--- src/rtl/cbp_pkg.sv ---
// Shared encodings and counter arithmetic for the correlating predictor.
// Assumes 2-bit counters; the high bit of a counter is its guess.
package cbp_pkg;

    localparam int CTR_W = 2;

    localparam logic [CTR_W-1:0] CTR_STRONG_NT = 2'b00;
    localparam logic [CTR_W-1:0] CTR_WEAK_NT   = 2'b01;
    localparam logic [CTR_W-1:0] CTR_WEAK_T    = 2'b10;
    localparam logic [CTR_W-1:0] CTR_STRONG_T  = 2'b11;

    // Move a counter one step toward the outcome, stopping at the ends.
    function automatic logic [CTR_W-1:0] ctr_step(input logic [CTR_W-1:0] cur,
                                                  input logic             taken);
        logic [CTR_W-1:0] nxt;
        if (taken) begin
            nxt = (cur == CTR_STRONG_T) ? cur : cur + 2'd1;
        end else begin
            nxt = (cur == CTR_STRONG_NT) ? cur : cur - 2'd1;
        end
        return nxt;
    endfunction

endpackage

--- src/rtl/cbp_history.sv ---
// Global outcome shift register.
// Bit 0 always holds the most recent outcome; shifts only when enabled.
module cbp_history #(
    parameter int HIST_W = 2
) (
    input  logic              clk,
    input  logic              rst_n,
    input  logic              shift_en,
    input  logic              outcome,
    output logic [HIST_W-1:0] hist_q
);

    logic [HIST_W-1:0] hist_next;

    // Form the shifted value with the newest outcome entering at bit 0.
    generate
        if (HIST_W == 1) begin : g_single
            assign hist_next = outcome;
        end else begin : g_multi
            assign hist_next = {hist_q[HIST_W-2:0], outcome};
        end
    endgenerate

    // Hold, clear or shift the history register.
    always_ff @(posedge clk) begin
        if (!rst_n) begin
            hist_q <= '0;
        end else if (shift_en) begin
            hist_q <= hist_next;
        end
    end

endmodule

--- src/rtl/cbp_index.sv ---
// Combinational index former: word-address bits of the PC joined with the
// global history. Assumes instructions are 4-byte aligned (bits 1:0 dropped).
module cbp_index #(
    parameter int PC_W     = 32,
    parameter int SET_BITS = 8,
    parameter int HIST_W   = 2,
    localparam int IDX_W   = SET_BITS + HIST_W
) (
    input  logic [PC_W-1:0]   pc,
    input  logic [HIST_W-1:0] hist,
    output logic [IDX_W-1:0]  idx
);

    localparam int SET_LO = 2;
    localparam int SET_HI = SET_LO + SET_BITS - 1;

    // Address set bits take the upper part, history the lower part.
    assign idx = {pc[SET_HI:SET_LO], hist};

    // Bits outside the set field are deliberately not used (aliasing).
    logic unused_pc_bits;
    generate
        if (PC_W > SET_HI + 1) begin : g_upper
            assign unused_pc_bits = ^{pc[PC_W-1:SET_HI+1], pc[SET_LO-1:0]};
        end else begin : g_noupper
            assign unused_pc_bits = ^pc[SET_LO-1:0];
        end
    endgenerate

endmodule

--- src/rtl/cbp_counter_table.sv ---
// Table of 2-bit saturating counters with one combinational read port and
// one write port that steps a counter toward an outcome on the clock edge.
// Reads see the contents before any write in the same cycle.
module cbp_counter_table
    import cbp_pkg::*;
#(
    parameter int IDX_W    = 10,
    localparam int ENTRIES = 1 << IDX_W
) (
    input  logic                          clk,
    input  logic                          rst_n,
    input  logic [IDX_W-1:0]              rd_idx,
    output logic                          rd_taken,
    input  logic                          wr_en,
    input  logic [IDX_W-1:0]              wr_idx,
    input  logic                          wr_taken,
    output logic [ENTRIES-1:0][CTR_W-1:0] ctr_all
);

    logic [ENTRIES-1:0][CTR_W-1:0] ctr_q;

    // Guess is the high bit of the addressed counter.
    assign rd_taken = ctr_q[rd_idx][CTR_W-1];
    assign ctr_all  = ctr_q;

    // Initialise all counters to weak not-taken, else train one counter.
    always_ff @(posedge clk) begin
        if (!rst_n) begin
            for (int i = 0; i < ENTRIES; i++) begin
                ctr_q[i] <= CTR_WEAK_NT;
            end
        end else if (wr_en) begin
            ctr_q[wr_idx] <= ctr_step(ctr_q[wr_idx], wr_taken);
        end
    end

endmodule

--- src/rtl/corr_branch_predictor.sv ---
// Correlating branch direction predictor: global outcome history combined
// with branch address selects one 2-bit counter. Lookup is combinational;
// training updates one counter and the history on the clock edge.
// Assumes in-order training so the history at training time matches the
// history the lookup used.
module corr_branch_predictor
    import cbp_pkg::*;
#(
    parameter int PC_W     = 32,
    parameter int SET_BITS = 8,
    parameter int HIST_W   = 2
) (
    input  logic            clk,
    input  logic            rst_n,
    input  logic [PC_W-1:0] lookup_pc,
    output logic            lookup_taken,
    input  logic            train_valid,
    input  logic [PC_W-1:0] train_pc,
    input  logic            train_taken
);

    localparam int IDX_W   = SET_BITS + HIST_W;
    localparam int ENTRIES = 1 << IDX_W;

    logic [HIST_W-1:0]             hist;
    logic [IDX_W-1:0]              lookup_idx;
    logic [IDX_W-1:0]              train_idx;
    logic [ENTRIES-1:0][CTR_W-1:0] ctr_view;

    cbp_history #(.HIST_W(HIST_W)) u_hist (
        .clk      (clk),
        .rst_n    (rst_n),
        .shift_en (train_valid),
        .outcome  (train_taken),
        .hist_q   (hist)
    );

    cbp_index #(.PC_W(PC_W), .SET_BITS(SET_BITS), .HIST_W(HIST_W)) u_lookup_idx (
        .pc   (lookup_pc),
        .hist (hist),
        .idx  (lookup_idx)
    );

    cbp_index #(.PC_W(PC_W), .SET_BITS(SET_BITS), .HIST_W(HIST_W)) u_train_idx (
        .pc   (train_pc),
        .hist (hist),
        .idx  (train_idx)
    );

    cbp_counter_table #(.IDX_W(IDX_W)) u_table (
        .clk      (clk),
        .rst_n    (rst_n),
        .rd_idx   (lookup_idx),
        .rd_taken (lookup_taken),
        .wr_en    (train_valid),
        .wr_idx   (train_idx),
        .wr_taken (train_taken),
        .ctr_all  (ctr_view)
    );

endmodule

--- config.mk ---
export PLATFORM = sky130hd
export DESIGN_NAME = corr_branch_predictor
export DESIGN_NICKNAME = d
export VERILOG_FILES = /design/src/rtl/cbp_pkg.sv /design/src/rtl/cbp_history.sv /design/src/rtl/cbp_index.sv /design/src/rtl/cbp_counter_table.sv /design/src/rtl/corr_branch_predictor.sv
export SDC_FILE = /design/constraint.sdc
export NUM_CORES = 2
export LEC_CHECK = 0
export BUFFER_PORTS_ARGS = -buffer_cell sky130_fd_sc_hd__buf_2
export CAP_MARGIN = 0
export CORE_UTILIZATION = 45
export DETAILED_ROUTE_END_ITERATION = 16
export PLACE_DENSITY_LB_ADDON = 0.25
export SLEW_MARGIN = 5
export SYNTH_ARGS = -nofsm -noshare
export SYNTH_HDL_FRONTEND = slang
export SYNTH_SLANG_ARGS = --single-unit
--- constraint.sdc ---
create_clock -name clk -period 9.76 [get_ports clk]
set_input_delay 0 -clock clk [delete_from_list [all_inputs] [get_ports clk]]
set_output_delay 0 -clock clk [all_outputs]
set_load 0.005 [all_outputs]
== After elaboration in Yosys (flattened, before gate mapping) ==
Index checks and enable logic that the tools add are counted.
W data, S select, Z words.

* Bits of input ports: 68
* Bits in latches: 0
* Register bits: 2050
* ROM bits: 0
* Memory bits (writable): 0
* Word-level logic and storage cells: 1045
* Memories kept: 0

* Bitwise gates (word level): 0
* $add $sub $neg: 2
* Div/mod/pow operators: 0
* Magnitude comparators: 3
* Shifts and indexed selects: 0
* Reduce and logical (&&, ||, !) cells: 2
* Multiply operators: 0
* Multiplexer cells: 12
* Equality and inequality tests: 1

{| class="wikitable"
|+ Operators by type and width
! operator !! count
|-
| $bwmux W2048 || 1
|-
| $bmux W2 S10 || 2
|-
| $lt A10 B11 Y1 const B || 2
|-
| $demux W2 S10 || 1
|-
| $mux W2 || 8
|-
| $ge A10 B1 Y1 const B || 1
|-
| $add A2 B1 Y2 const B || 1
|-
| $eq A2 B2 Y1 const B || 1
|-
| $logic_not A2 Y1 || 1
|-
| $sub A2 B1 Y2 const B || 1
|-
| $logic_and A1 B1 Y1 || 1
|}

== Logic depth before layout (Yosys ltp) ==
* Depth after elaboration: 8
* Mapped depth: 19
* Depth with buffers taken out: 9

== Hierarchy ==
Synthesis repeated with hierarchy kept, for this count alone.

* Cells, all modules: 11751
* Area, all modules: 103895.9 um2

{| class="wikitable"
|+ By module, submodules not included
! module !! cells each !! area an instance (um2) !! sequential area each (um2) !! instances
|-
| cbp_counter_table || 11725 || 103673.2 || 40999.3 || 1
|-
| cbp_index || 10 || 75.1 || 0.0 || 2
|-
| cbp_history || 6 || 72.6 || 40.0 || 1
|}

== Worst setup path before layout ==
Ideal clock, no wire load.

* Kind: flip-flop to flip-flop
* Start: register u_hist.hist_q[0]
* End: register u_table.ctr_q (netlist bit u_table.ctr_all[1066])
* Setup time: 0.136 ns
* Path slack: 6.422 ns
* Buffers on the path: 9
* Data arrival time: 3.201 ns
* Stages on the path, launching flop included: 19
* Data required time: 9.624 ns
* Cell sequence: dfxtp_1 > buf_6 > buf_6 > buf_6 > buf_4 > buf_4 > mux2i_1 > o22ai_1 > nor4_1 > nand3_1 > nand4_1 > nand4_1 > nor3_2 > maj3_2 > buf_2 > buf_6 > buf_6 > buf_6 > a31oi_1

* Word-level cells in the longest chain between the ends: 8

{| class="wikitable"
|+ Ends and longest elaborated chain
! item !! line !! text
|-
| start: declaration || cbp_history.sv:10 || <nowiki>output logic [HIST_W-1:0] hist_q</nowiki>
|-
| start signal: assignment || cbp_history.sv:29 || <nowiki>hist_q <= hist_next;</nowiki>
|-
| $bmux W2 S10 || cbp_counter_table.sv:33 || <nowiki>ctr_q[wr_idx] <= ctr_step(ctr_q[wr_idx], wr_taken);</nowiki>
|-
| $mux W2 (not written as such) || cbp_counter_table.sv:33 ||
|-
| $sub A2 B1 Y2, or another cell as far along || cbp_pkg.sv:19 || <nowiki>nxt = (cur == CTR_STRONG_NT) ? cur : cur - 2'd1;</nowiki>
|-
| $mux W2 (on tied branches) || cbp_pkg.sv:19, cbp_pkg.sv:17 ||
|-
| $mux W2 || cbp_pkg.sv:16 || <nowiki>if (taken) begin</nowiki>
|-
| $mux W2 || cbp_counter_table.sv:32 || <nowiki>end else if (wr_en) begin</nowiki>
|-
| $mux W2 || cbp_counter_table.sv:28 || <nowiki>if (!rst_n) begin</nowiki>
|-
| $bwmux W2048 * || cbp_counter_table.sv:33 ||
|-
| end signal: indexed assignment || cbp_counter_table.sv:33 ||
|-
| end: declaration || cbp_counter_table.sv:20 || <nowiki>logic [ENTRIES-1:0][CTR_W-1:0] ctr_q;</nowiki>
|}

Every way passes the cells marked *; elsewhere a longest branch is shown, timed or not. The select of a mux whose other input is x is not followed.
A chain may end at the register's enable or synchronous reset.

== Final worst setup path ==
* Start: register u_hist.hist_q[1]
* End: register u_table.ctr_q (netlist bit u_table.ctr_all[511])

Same word-level chain as after synthesis.

==> results.cfg <==
[timing]
setup_ws_ps = 2840
whs_ps = 139
maxSlewHeadroom_pct = 11.9
worstMarginPinSlew_ps = 1320
fin_skew_ps = 33.4
fmax_ghz = 0.144
finalCriticalPeriod_ps = 6920
setup-violations-final = 0
finalHoldViolCount = 0
min_period_over_period_pct = 70.9
grt_setup_unrepaired = no
setup_tns_ps = 0
slew_viol_final = 0

[yosys]
synth.net_count = 11500
syn_area_mm2 = 0.101
synth_enable_flop_cells = 0
synthTopCellsByCount = nand2_1, dfxtp_1, nor2_1
yosysMostFrequentCell = nand2_1
synth.avg_cell_area_um2 = 8.86
async_flop_share_pct = 0
synth.area.top_cells = dfxtp_1, mux2i_1, nand2_1
synth_top_area_share_pct = 40.5
synthCells = 11400
synth.distinct_cells = 62
yosys_warnings = 0
synth_top_cell_by_area = dfxtp_1
synth-seq-cells = 2050
synth_ff_type = dfxtp_1
ys_seq_area_share_pct = 40.5

[placement]
gp_congestion = 0.869
dp.cells = 13500
port_buffers = 20
dp_slack_ps = 3090
place_area_mm2 = 0.101
hpwl_mm = 196

[critical_path]
r2r_slack_ps = 2840
start_kind = flip-flop
cp-startpoint = u_hist.hist_q[1]
cp.arrival_ps = 7640
crit_top_cell = buf_4
crit_path_max_fanout = 124
worst-path-stages = 12
critPathSlowestCell = maj3_4
worstPathCellList = buf_4 -> buf_4 -> mux4_2 -> a22o_1 -> nor4b_1 -> or3b_1 -> a41oi_1 -> a311o_1 -> and3_1 -> maj3_4 -> buf_12 -> o22ai_1
critPathBufInv = 3
critPathCaptureType = flip-flop
cp_top_family = buffers and inverters
cpPeakStageDelay_ps = 860
worstRegToRegCells = 12
crit_path_end = u_table.ctr_all[511]
r2r_start = u_hist.hist_q[1]
critPathKind = reg -> reg
worstReg2RegEnd = u_table.ctr_all[511]
cp_data_required_time_ps = 10480

[cts]
clockBufferDepth = 3
root_buffer = clkbuf_16
cts_sinks = 2050
h-tree-depth = 4
clkTransAtPathRegs_ps = 60
cts_made_buffers = 210
cts_hold_buf = 4
clk_latency_ps = 880
cts_resized = 0
postCtsSetupBuffers = 0
cts_tree = done

[worst_hold_path]
hp-class = in -> reg

[pwr]
powerDensity_mw_per_mm2 = 169
vdd_ir_drop_max_mv = 0.164
leakage_uw = 0.0330

[detailed_routing]
wl_per_cell_um = 25.7
postRouteAntennaNets = 0
wirelength_mm = 355
avgViaCountPerCell = 6.34
route.detailed.drc = 0
first_pass_iters = 6
dr.first_iter.drc_count = 10800
vias = 87800

[cells_and_area]
area_growth_pct = 7.09
nets = 10800
final_layout_size_suffix_gt1_share_pct = 11.0
fillCellCount = 20700
final_area_mm2 = 0.109
final_cells = 13800

[floorplan]
start_util_pct = 45.5
coreArea_mm2 = 0.223
die_area_mm2 = 0.227
die_h_um = 477
num_io_pins = 69
rows = 173
die_x_um = 477

[global_routing]
use_met2_pct = 46.6
antenna_found_initial = 23
met3_usage_pct = 5.78
grt_max_degree = 301
overflow = 0
grt_pass1_vias = 81300
grt_pass1_wl_mm = 520
top_usage_layer = met2
grt_use_met1_pct = 39.1
grtUsageTotal_pct = 29.8

[status]
run_status = finished clean

[run]
drv_cap = 0
## worst reg2reg max path: cells and delay by family (launching register included)
kind | cells | cell delay [ps]
multiplexers | 1 | 450
flip-flops | 1 | 730
buffers and inverters | 3 | 2040
AND/OR/NAND/NOR | 3 | 1100
AO/OA/AOI/OAI | 4 | 1570
adder cells (fa/ha/maj) | 1 | 860
## how the worst min path moves through the flow
stage / start / endpoint / slack [ps] / depth (start not counted)
detailed placement: lookup_pc[6] / lookup_taken / 270 / 3
floorplan: lookup_pc[6] / lookup_taken / 60 / 1
global route: train_valid / u_hist.hist_q[1] / 150 / 4
CTS: train_valid / u_hist.hist_q[1] / 110 / 4
finish: train_valid / u_hist.hist_q[1] / 140 / 4
global placement: lookup_pc[6] / lookup_taken / 270 / 3
## cell families (layout without fill, tap and decap cells)
family                     after synthesis  in the layout  synth area share [%]
and+or+nand+nor                       4470           4470                  20.9
AOI/OAI and AO/OA                     2550           2550                  18.3
DFF                                   2050           2050                  40.5
muxes                                 1208           1208                  14.4
buffers and inverters                 1163            585                  5.88
adders and majority gates                2              2                0.0222
other                                    0              6                     0
## sequential cells by signal (all words and copies together), names as in the netlist
register and flops:
u_table.ctr_all 2048, u_hist.hist_q 2
## per-stage QoR
step | total power [uW] | utilization, %
2_1_floorplan | 9880 | -
3_3_place_gp | 10200 | 45.5
3_5_place_dp | 10200 | 45.5
4_1_cts | 18400 | 48.7
5_1_grt | 18800 | 48.7
6_report | 18400 | 48.7
## cell type report
cell class	instances	area (um^2)	share of cell area, %
multi-input combinational	8230	54800	50.5
sequential	2050	41000	37.8
clock buffer	326	6310	5.82
tap	2975	3720	3.43
timing repair buffer	194	1920	1.77
clock inverter	59	712	0.656
inverter	6	30.0	0.0277
antenna	6	15.0	0.0138
## layer usage
metal	vias to the layer above	share of wire, %
met4	16	5.6
li1	40400	-
met5	-	0.028
met1	42400	41
met2	4017	44
met3	961	9.4
## placed cells by master, fill, tap and decap left out, types with 9 or more instances in the layout
cell type	count
buf_2	17
mux2_2	9
bufinv_16	9
a22oi_1	23
o22a_1	11
nand2_4	32
clkbuf_1	56
nand2_1	2124
o2111ai_1	12
a211oi_1	14
clkinv_2	30
nor4_1	77
mux4_2	201
buf_4	133
buf_12	39
clkbuf_8	58
o21ai_0	56
o22ai_1	956
nand3_1	37
dfxtp_1	2048
clkbuf_16	212
mux2i_1	997
o22ai_2	400
nor3_1	31
a31oi_1	1034
a21oi_1	20
nand4_1	19
nor3b_1	1024
nor2_1	1073
## power by group
part / switching [uW] / internal, uW / total (uW)
combinational: 1370 / 354 / 1720
clock: 3580 / 4690 / 8270
sequential: 9.78 / 8370 / 8380
Note: power is estimated with default switching activity, not from simulation.
